===== src/rtl/i2s_tx_master.sv =====
module i2s_tx_master #(
  parameter int DIV_W  = 8,
  parameter int WORD_W = 32
) (
  input  logic              clk,
  input  logic              rst_n,
  input  logic              cfg_enable,
  input  logic              cfg_tx_en,
  input  logic              cfg_mute,
  input  logic [1:0]        cfg_width,
  input  logic              cfg_mono,
  input  logic              cfg_msbj,
  input  logic [DIV_W-1:0]  cfg_bclk_div,
  input  logic              udf_clr,
  input  logic              word_valid,
  input  logic [WORD_W-1:0] word_data,
  output logic              word_ready,
  output logic              bclk,
  output logic              fs,
  output logic              sd,
  output logic              right_active,
  output logic              busy,
  output logic              underflow
);
  localparam int CNT_W = $clog2(2 * WORD_W) + 1;

  logic [DIV_W-1:0]  div_cnt;
  logic              bclk_q, started, fs_q, right_q, busy_q, udf_q;
  logic [CNT_W-1:0]  dk;
  logic [WORD_W-1:0] sh, mono_hold;

  logic              active, fall_tick, in_right, slot_start, reuse, pull, taken;
  logic [CNT_W-1:0]  slot_len, frame_len, nk, nk1, sh_amt;
  logic [WORD_W-1:0] load_val;

  assign active    = cfg_enable & cfg_tx_en;
  assign fall_tick = active & bclk_q & (div_cnt == cfg_bclk_div);
  assign slot_len  = CNT_W'({cfg_width, 3'b000}) + CNT_W'(8);
  assign frame_len = slot_len << 1;
  assign sh_amt    = CNT_W'(WORD_W) - slot_len;

  always_comb begin
    if (!started || (dk + CNT_W'(1) >= frame_len)) nk = '0;
    else nk = dk + CNT_W'(1);
    if (nk + CNT_W'(1) >= frame_len) nk1 = '0;
    else nk1 = nk + CNT_W'(1);
  end

  assign in_right   = (nk >= slot_len);
  assign slot_start = (nk == '0) || (nk == slot_len);
  assign reuse      = cfg_mono & in_right;
  assign pull       = fall_tick & slot_start & ~cfg_mute & ~reuse;
  assign taken      = pull & word_valid;

  always_comb begin
    if (cfg_mute)   load_val = '0;
    else if (reuse) load_val = mono_hold;
    else if (taken) load_val = word_data << sh_amt;
    else            load_val = '0;
  end

  always_ff @(posedge clk or negedge rst_n) begin
    if (!rst_n) begin
      div_cnt   <= '0;
      bclk_q    <= 1'b0;
      started   <= 1'b0;
      dk        <= '0;
      sh        <= '0;
      mono_hold <= '0;
      fs_q      <= 1'b0;
      right_q   <= 1'b0;
      busy_q    <= 1'b0;
      udf_q     <= 1'b0;
    end else if (!active) begin
      div_cnt <= '0;
      bclk_q  <= 1'b0;
      started <= 1'b0;
      dk      <= '0;
      sh      <= '0;
      fs_q    <= 1'b0;
      right_q <= 1'b0;
      busy_q  <= 1'b0;
      if (udf_clr) udf_q <= 1'b0;
    end else begin
      if (div_cnt == cfg_bclk_div) begin
        div_cnt <= '0;
        bclk_q  <= ~bclk_q;
      end else begin
        div_cnt <= div_cnt + DIV_W'(1);
      end
      if (fall_tick) begin
        started <= 1'b1;
        dk      <= nk;
        right_q <= in_right;
        fs_q    <= cfg_msbj ? in_right : (nk1 >= slot_len);
        if (slot_start) sh <= load_val;
        else            sh <= sh << 1;
        if (slot_start && !reuse) begin
          mono_hold <= load_val;
          busy_q    <= taken;
        end
      end
      if (pull && !word_valid) udf_q <= 1'b1;
      else if (udf_clr)        udf_q <= 1'b0;
    end
  end

  assign word_ready   = pull;
  assign bclk         = bclk_q;
  assign fs           = fs_q;
  assign sd           = sh[WORD_W-1];
  assign right_active = right_q;
  assign busy         = busy_q;
  assign underflow    = udf_q;

  AST_IDLE_QUIET: assert property (@(posedge clk) disable iff (!rst_n)
    !active |=> (!bclk && !fs && !sd && !busy && !right_active));
  AST_PULL_AT_FALL: assert property (@(posedge clk) disable iff (!rst_n)
    word_ready |=> $fell(bclk));
  AST_SD_ON_FALL: assert property (@(posedge clk) disable iff (!rst_n)
    (active && $past(active) && !$stable(sd)) |-> $fell(bclk));
  AST_FS_ON_FALL: assert property (@(posedge clk) disable iff (!rst_n)
    (active && $past(active) && !$stable(fs)) |-> $fell(bclk));
  AST_MUTE_NO_PULL: assert property (@(posedge clk) disable iff (!rst_n)
    cfg_mute |-> !word_ready);
  AST_UDF_STICKY: assert property (@(posedge clk) disable iff (!rst_n)
    (underflow && !udf_clr) |=> underflow);
endmodule


===== config.mk =====
export PLATFORM = sky130hd
export DESIGN_NAME = i2s_tx_master
export DESIGN_NICKNAME = d
export VERILOG_FILES = /design/src/rtl/i2s_tx_master.sv
export SDC_FILE = /design/constraint.sdc
export NUM_CORES = 1
export LEC_CHECK = 0
export ABC_AREA = 1
export BUFFER_PORTS_ARGS = -buffer_cell sky130_fd_sc_hd__buf_2
export CAP_MARGIN = 30
export CORE_MARGIN = 2
export CORE_UTILIZATION = 30
export DETAILED_ROUTE_END_ITERATION = 8
export SETUP_SLACK_MARGIN = 0.05
export SLEW_MARGIN = 20
export SYNTH_ARGS = -nofsm -noshare
export SYNTH_HDL_FRONTEND = slang
export SYNTH_SLANG_ARGS = --single-unit

===== constraint.sdc =====
create_clock -name clk -period 9.5 [get_ports clk]
set_clock_uncertainty 0.2 [all_clocks]
set_input_delay 0.475 -clock clk [delete_from_list [all_inputs] [get_ports clk]]
set_output_delay 0.475 -clock clk [all_outputs]
set_load 0.005 [all_outputs]

==> results, run 1 <==
- The worst register-to-register path begins at dk[0].
- The power density over cell area is 130 mW/mm2.
- CTS built an H-tree with a depth of 3.
- The I/O pin count is 58.
- The clock period could shrink to 5.41 ns.
- The count of maximum capacitance violations is 0.
- In the routed design, unresolved DRC markers number 0.
- The endpoint type of the worst setup path is an output port.
- Of the post-synthesis cell area, the dominant cell type holds 0.367.
- The via count of the first global-routing pass came to 5081.
- The terminus of the critical flop-to-flop path is fs.
- No sink is reached through more buffers than the 2 on the longest clock path.
- The vias after detailed routing is 5262.
- Gates resized during post-CTS repair numbered 0.
- The final non-filler cell area is 0.00661 mm2.
- The highest attainable clock frequency is 0.185 GHz.
- In this run, CTS created clock tree buffers numbering 9.
- The floorplan step defined a core boundary enclosing 0.0188 mm2.
- Counting instances in the post-synthesis netlist gives the leading cell types as sky130_fd_sc_hd__nand2_1, sky130_fd_sc_hd__inv_1, sky130_fd_sc_hd__dfrtp_1, sky130_fd_sc_hd__o21ai_0, sky130_fd_sc_hd__nor2_1.
- Setup total negative slack on the finished layout was measured at 0 ns.
- The count of endpoints failing hold in the final timing report is 0.
- The minimum setup slack in the final design is 4.09 ns.
- Detailed placement ended at an HPWL of 10.0 mm.
- The number of port buffers is 57.
- The slowest stage of the critical path belongs to the cell sky130_fd_sc_hd__clkinv_1.
- The count of yosys warnings during synthesis is 0.
- The repair_antennas step left the layout with diodes totalling 0.
- The startpoint type of the worst setup path is an input port.
- After detailed placement, the total cell area comes to 0.00623 mm2.
- In the final routed layout, each cell accounts on average for 13.4 um.
- Counting flops with a built-in enable in the synthesized netlist gives 0.
- The post-synthesis cell area is 0.00580 mm2.
- The global route total overflow is 0.
- After clock tree synthesis, the clock-pin slew on the worst setup and hold paths is 0.06 ns.
- The die is 143 um tall.
- The worst setup slack after placement is 4.09 ns.
- The via density per instance is 4.60.
- The number of setup violations in the final report is 0.
- The maximum number of pins on one net before global-route repair is 65.
- Headroom to the max-slew limit came out at 0.502.
- The count of placed standard cells in the final layout, fillers left out is 1144.
- The kind of critical path is in -> out.
- In this run, synthesis produced a sequential element count of 85.
- The library cell with the largest summed area after synthesis is sky130_fd_sc_hd__dfrtp_1.
- The overall track demand over capacity in global routing is 0.159.
- The maximum vdd ir drop is 0.0847 mV.
- Fill cells in the final layout number 2011.
- The worst hold path begins at udf_clr.
- The initial antenna violation count was 0.
- The required time of the critical path is 8.83 ns.
- For this configuration, the core starts out at a cell density of 0.308.
- The leakage power figure is 0.00400 uW.
- Data arrives at the worst endpoint at 4.73 ns.
- For flop-to-flop paths, the worst setup slack is 4.46 ns.
- The combined buffer and inverter count along the critical path is 7.
- In the final layout, the share of cells above drive strength 1 is 0.154.
- For this run, the leading register cell type out of synthesis is sky130_fd_sc_hd__dfrtp_1.
- After the first detailed-routing iteration, the DRC count stood at 282.
- The count of final max-slew check failures is 0.
- The clock reaches the later pin of the worst-skew pair after 0.35 ns.
- The tree is rooted in a sky130_fd_sc_hd__clkbuf_16.
- The post-synthesis sequential area ratio is 0.367.
- The clock tree from TritonCTS is built.
- Synthesis produced a netlist with a net count of 911.
- The final layout contains routed wiring with a total length of 15.4 mm.
- Counting distinct cell types in the post-synthesis netlist gives 38.
- The total iterations of the first detailed-routing run is 5.
- The library cell with the highest instance count after synthesis is sky130_fd_sc_hd__nand2_1.
- In the finished design, the share of the clock period the worst path needs comes to 0.569.
- The number of nets with antenna violations after routing is 0.
- Once placement completed, the tool counted placed cells totaling 1126.
- Summing all flip-flop and latch instances after layout gives 0.00213 mm2.
- The total number of placement rows is 50.
- The family of cells with the greatest summed delay on the critical path is buffers and inverters.
- The largest stage delay on the critical path is 0.59 ns.
- Dividing the synthesized area by the synthesized cell count gives 6.87 um2.
- The multi-input combinational cells in the finished layout cover a total of 0.00309 mm2.
- The slew at the pin closest to its max-slew limit is 0.746 ns.
- The biggest fanout along the worst timing path is 64.
- The flow ran to the end, and the final reports show no timing, DRC or antenna violations.
- The utilization after layout is 0.351.
- Setup repair after global routing left no endpoint under its margin.
- From synthesis to final layout, the design area changed by 14.1%.
- Walking the worst path, the cells encountered are buf_2 -> clkinv_1 -> ha_1 -> inv_1 -> nor2_1 -> nand2_1 -> nand2_2 -> nand2_4 -> nand2_1 -> inv_1 -> ha_1 -> and3_1 -> nand2_1 -> inv_1 -> nand2_1 -> nand2_4 -> nand2_1 -> nor2_1 -> inv_2 -> nor2_1 -> buf_2.
- The first global-routing pass estimated 25.7 mm of wire.
- The tree built by TritonCTS fans out to 85 sinks.
- The die area is 0.0204 mm2.
- The net count of the finished layout is 948.
- The horizontal die dimension is 143 um.
- The last weighted congestion value of the routability-driven placer is 0.846.
- The most numerous cell type found on the critical path is sky130_fd_sc_hd__nand2_1.
- For hold timing, the worst endpoint is underflow.
- The worst hold path was traced through 2 stages.
- The path class of the tightest hold or removal check is in -> reg.
- Sorting the synthesized cells by area gives the leading types as sky130_fd_sc_hd__dfrtp_1, sky130_fd_sc_hd__nand2_1, sky130_fd_sc_hd__inv_1, sky130_fd_sc_hd__nand3_2, sky130_fd_sc_hd__ha_1.
- The number of cells on the worst reg-to-reg path is 30.
- The instance count of the mapped netlist is 843.
- The share of synthesized flip-flops with an asynchronous set or reset is 1.00.
==> worst max path at each step <==
stage | from | to | slack, ns | cells after the start
CTS | cfg_width[0] | word_ready | 4.09 | 23
detailed placement | cfg_width[0] | word_ready | 4.09 | 23
global placement | cfg_width[0] | fs | 4.18 | 29
finish | cfg_width[0] | word_ready | 4.09 | 21
floorplan | cfg_width[0] | fs | 5.04 | 28
global route | cfg_width[0] | word_ready | 3.67 | 23
==> worst register-to-register path: cells and delay by family (launching register included) <==
family | cells | cell delay, ns
AND/OR/NAND/NOR | 21 | 2.18
buffers and inverters | 2 | 0.18
AO/OA/AOI/OAI | 2 | 0.45
adder cells (fa/ha/maj) | 5 | 1.41
flip-flops | 1 | 0.52
==> cell type report <==
class / instances / area share
clock buffers: 11 / 0.0352
flip-flops and latches: 85 / 0.322
multi-input cells: 619 / 0.467
inverters: 103 / 0.0585
clock inverters: 4 / 0.0148
repair buffers: 62 / 0.0537
well taps: 260 / 0.0492
==> state kept, by name, summed over array words and instances, names as in the netlist <==
name	flops
div_cnt	8
fs	1
busy	1
dk	7
sh	32
right_active	1
started	1
mono_hold	32
underflow	1
bclk	1
==> per-stage QoR <==
stage | hold slack, ns | power [uW]
finish | 0.136 | 861
global route | 0.116 | 895
CTS | 0.121 | 868
detailed placement | 0.260 | 461
global placement | 0.260 | 461
floorplan | -0.0206 | 424
==> routing by layer <==
metal  vias to the layer above  global-route usage  part of all wire
li1                       2710                   -                 -
met1                      2416               0.216              0.48
met2                       125               0.257              0.45
met3                        11              0.0352             0.052
met4                         0              0.0375             0.012
met5                         -                   0                 0
==> report_power, final <==
part           leakage, uW  switching, uW  internal (uW)
logic              0.00267           65.5           27.3
clock network     0.000156            150            256
registers          0.00118          0.458            362
==> logic make-up after synthesis <==
family,after synthesis,synth area share
and+or+nand+nor,500,0.394
xor gates and xnor gates,9,0.0136
buffers and inverters,139,0.100
adders and majority gates,17,0.0367
AOI/OAI and AO/OA,93,0.0887
DFF,85,0.367
==> placed cells by master (no fill, tap or decap), drive strengths merged, types with 2 or more instances in the layout <==
cell | Yosys | layout
nand3b | 2 | 2
a21oi | 18 | 18
xor2 | 5 | 5
bufinv | 0 | 3
o22ai | 21 | 21
and3 | 3 | 3
dfrtp | 85 | 85
xnor2 | 4 | 4
ha | 17 | 17
nor3b | 2 | 2
nand2 | 382 | 382
nand3 | 51 | 51
a31oi | 8 | 8
clkinv | 2 | 2
clkbuf | 13 | 11
nor3 | 5 | 5
inv | 101 | 101
buf | 23 | 61
nand4 | 8 | 8
nor2 | 45 | 45
o21ai | 43 | 43
==> repair_timing <==
item / CTS / global route
setup buffers: 0 / 0
hold endpoints to repair: 33 / 0
hold buffers: 1 / 0
No activity file was read; power rests on OpenSTA's default activity.
==> inputs of run 2 (changes only) <==
- clock period: 9.5 -> 5.4 ns (I/O delays scaled with it)
==> run 2 against run 1 <==
Effect of this change: sequential power increased by 76%; non-clock buffer count increased by 6; die area unchanged; critical path type is now reg -> reg; largest cell class unchanged.
==> results, run 2 (same netlist as run 1, synthesis figures left out) <==
- The endpoint arrival time on the critical path is 4.87 ns (+0.14 ns).
- The post-detailed-route wirelength per cell was 13.5 um (+0.46%).
- The fraction of final layout cells sized beyond drive strength 1 is 0.162 (+0.00777).
- The vertical die dimension was 143 um (unchanged).
- The total number of nets in the final design came to 954 (+0.63%).
- The horizontal die dimension came to 143 um (unchanged).
- The global route total overflow is 0 (unchanged).
- The effective utilization at floorplan is 0.308 (unchanged).
- The largest registers in the layout are mono_hold (32), sh (32), div_cnt (8).
- The number of DRC markers in iteration 0 was 385 (+37%).
- The count of final max-slew check failures is 0 (unchanged).
- The TritonCTS buffer count is 9 (unchanged).
- Setup repair after global routing left no endpoint under its margin.
- The buffer count from post-CTS setup fixing is 0 (unchanged).
- The total number of H-tree levels was 3 (unchanged).
- The die area was 0.0204 mm2 (unchanged).
- In the layout the commonest cells are sky130_fd_sc_hd__nand2_1, sky130_fd_sc_hd__inv_1, sky130_fd_sc_hd__dfrtp_1, sky130_fd_sc_hd__buf_2, sky130_fd_sc_hd__o21ai_0.
- The most common library cell in the layout ignoring fill and taps is sky130_fd_sc_hd__nand2_1.
- The minimum setup slack in the final design is 0.574 ns (-3.52 ns).
- The vias after detailed routing is 5310 (+0.91%).
- The slew at the pin closest to its max-slew limit is 0.792 ns (+0.0467 ns).
- The utilization after layout was 0.351 (unchanged).
- TritonCTS built the clock tree.
- The setup slack of the most critical reg-to-reg path is 0.57 ns (-3.89 ns).
- The total power of the final layout came to 1430 uW (+66%).
- The worst setup slack after placement is 0.507 ns (-3.59 ns).
- The overall routed net length is 15.5 mm (+1.1%).
- The core area is 0.0188 mm2 (unchanged).
- The clock-pin slew on the worst setup and hold paths came to 0.06 ns (about the same).
- The maximum number of pins on one net before global-route repair came to 63 (-3.1%).
- The count of endpoints failing hold in the final timing report is 0 (unchanged).
- The number of antenna diodes is 0 (unchanged).
- The highest attainable clock frequency is 0.207 GHz.
- The last weighted congestion value of the routability-driven placer was 0.842 (-0.56%).
- The root buffer cell is sky130_fd_sc_hd__clkbuf_16.
- The number of port buffers was 57 (unchanged).
- The number of nets with antenna violations after routing is 0 (unchanged).
- The fill cell instance count of the final layout came to 2009 (-0.099%).
- The worst setup path is of the reg -> reg kind.
- The overall track demand over capacity in global routing is 0.161 (+0.00181).
- The clock sink count is 85 (unchanged).
- The run finished with clean final reports.
- The maximum buffer depth of the clock tree is 2 (unchanged).
- The total number of placement rows is 50 (unchanged).
- The total DRC errors in the routed layout is 0 (unchanged).
- The storage element area came to 0.00213 mm2 (unchanged).
- The clock insertion delay at the later pin of the skew report is 0.35 ns (about the same).
- The worst setup path is captured at a register.
- The final period demand of the worst path is 4.83 ns.
- The power density over cell area is 216 mW/mm2 (+66%).
- The number of setup violations in the final report was 0 (unchanged).
- The largest stage delay on the critical path is 0.51 ns (-0.08 ns).
- The biggest fanout along the worst timing path is 9 (-86%).
- The via count of the first global-routing pass is 5097 (+0.31%).
- The worst slew margin relative to its limit is 0.472 (-0.0304).
- The startpoint type of the worst setup path is a register.
- The required time of the critical path is 5.44 ns (-3.39 ns).
- The footprint of the multi-input gates came to 0.00309 mm2 (unchanged).
- The total iterations of the first detailed-routing run is 5 (unchanged).
- The leakage power figure is 0.00402 uW (+0.35%).
- The relative area change from synthesis to final layout was 14.1% (unchanged).
- The I/O pin count is 58 (unchanged).
- The HPWL after detailed placement is 10.2 mm (+1.3%).
- The count of maximum capacitance violations came to 0 (unchanged).
- The global-route wire length before repair is 25.9 mm (+1.0%).
- The maximum vdd ir drop came to 0.140 mV (+65%).
- The final-layout setup total negative slack is 0 ns (unchanged).
- The min-delay analysis places its worst path in the category in -> reg.
- The initial antenna violation count is 0 (unchanged).
- Among the stages of the critical path, the cell type that occurs most often is sky130_fd_sc_hd__nand2_1.
- The via density per instance is 4.61 (+0.30%).
- The largest individual stage delay along the critical path comes from the cell sky130_fd_sc_hd__dfrtp_1.
- The final critical-path share of the clock period is 0.894.
run 2: changes by cell type in the layout (fill, tap and decap cells not counted):
cell | previous run | this run
sky130_fd_sc_hd__buf_4 | 3 | 9
sky130_fd_sc_hd__clkbuf_8 | 0 | 4
sky130_fd_sc_hd__bufinv_16 | 3 | 0
sky130_fd_sc_hd__clkbuf_1 | 2 | 0
sky130_fd_sc_hd__clkinv_2 | 0 | 2
sky130_fd_sc_hd__buf_12 | 0 | 1
sky130_fd_sc_hd__buf_16 | 1 | 0
sky130_fd_sc_hd__buf_8 | 1 | 0
sky130_fd_sc_hd__dlygate4sd3_1 | 1 | 2
sky130_fd_sc_hd__o21ai_0 | 42 | 41
sky130_fd_sc_hd__o21ai_1 | 0 | 1
run 2: through the flow:
stage	std cells	cell area, um2	hold WS [ns]
2_1_floorplan	843	5800	-0.226
3_3_place_gp	1132	6270	0.0135
3_5_place_dp	1132	6270	0.0139
4_1_cts	1150	6590	0.0383
5_1_grt	1151	6610	0.0449
6_report	1151	6610	0.0489
run 2: worst max-delay path, delay by kind of cell (launching register included):
kind	cells	cell delay, ns
DFF	1	0.51
adders and majority gates	5	1.33
AOI/OAI and AO/OA	2	0.35
and+or+nand+nor	21	2.17
buffers and inverters	2	0.16
run 2: area by class of cell:
| cell class | count | share of cell area |
|---|---|---|
| inverter | 103 | 0.0585 |
| multi-input combinational | 619 | 0.467 |
| sequential | 85 | 0.322 |
| clock buffer | 13 | 0.0424 |
| clock inverter | 3 | 0.00265 |
| timing repair buffer | 68 | 0.0587 |
| tap | 260 | 0.0492 |
run 2: worst paths after layout:
path | start | to | cells past startpoint
max | dk[0] | fs | 30
min | cfg_mute | sh[0] | 4
max reg2reg | dk[0] | fs | 30
min reg2reg | sh[13] | sh[13] | 2
max in group asynchronous | rst_n | mono_hold[28] | 3
min in group asynchronous | rst_n | dk[1] | 2
run 2: layer usage:
| layer | share of wire | GRT usage | vias to the layer above |
|---|---|---|---|
| met2 | 0.45 | 0.253 | 107 |
| met5 | 0 | 0 | - |
| met1 | 0.49 | 0.221 | 2458 |
| met3 | 0.039 | 0.0319 | 20 |
| met4 | 0.022 | 0.0537 | 0 |
| li1 | - | - | 2725 |
run 2: report_power, final:
| part | total, uW | internal [uW] | switching [uW] |
|---|---|---|---|
| sequential | 638 | 637 | 0.834 |
| clock | 626 | 361 | 266 |
| combinational | 166 | 49.9 | 116 |
| total | 1430 | 1050 | 383 |
run 2: repair_timing:
item / in CTS / in global routing
resized for setup: 0 / 1
setup endpoints to repair: 0 / 1
hold buffers: 2 / 0
endpoints found under the hold margin: 26 / 0
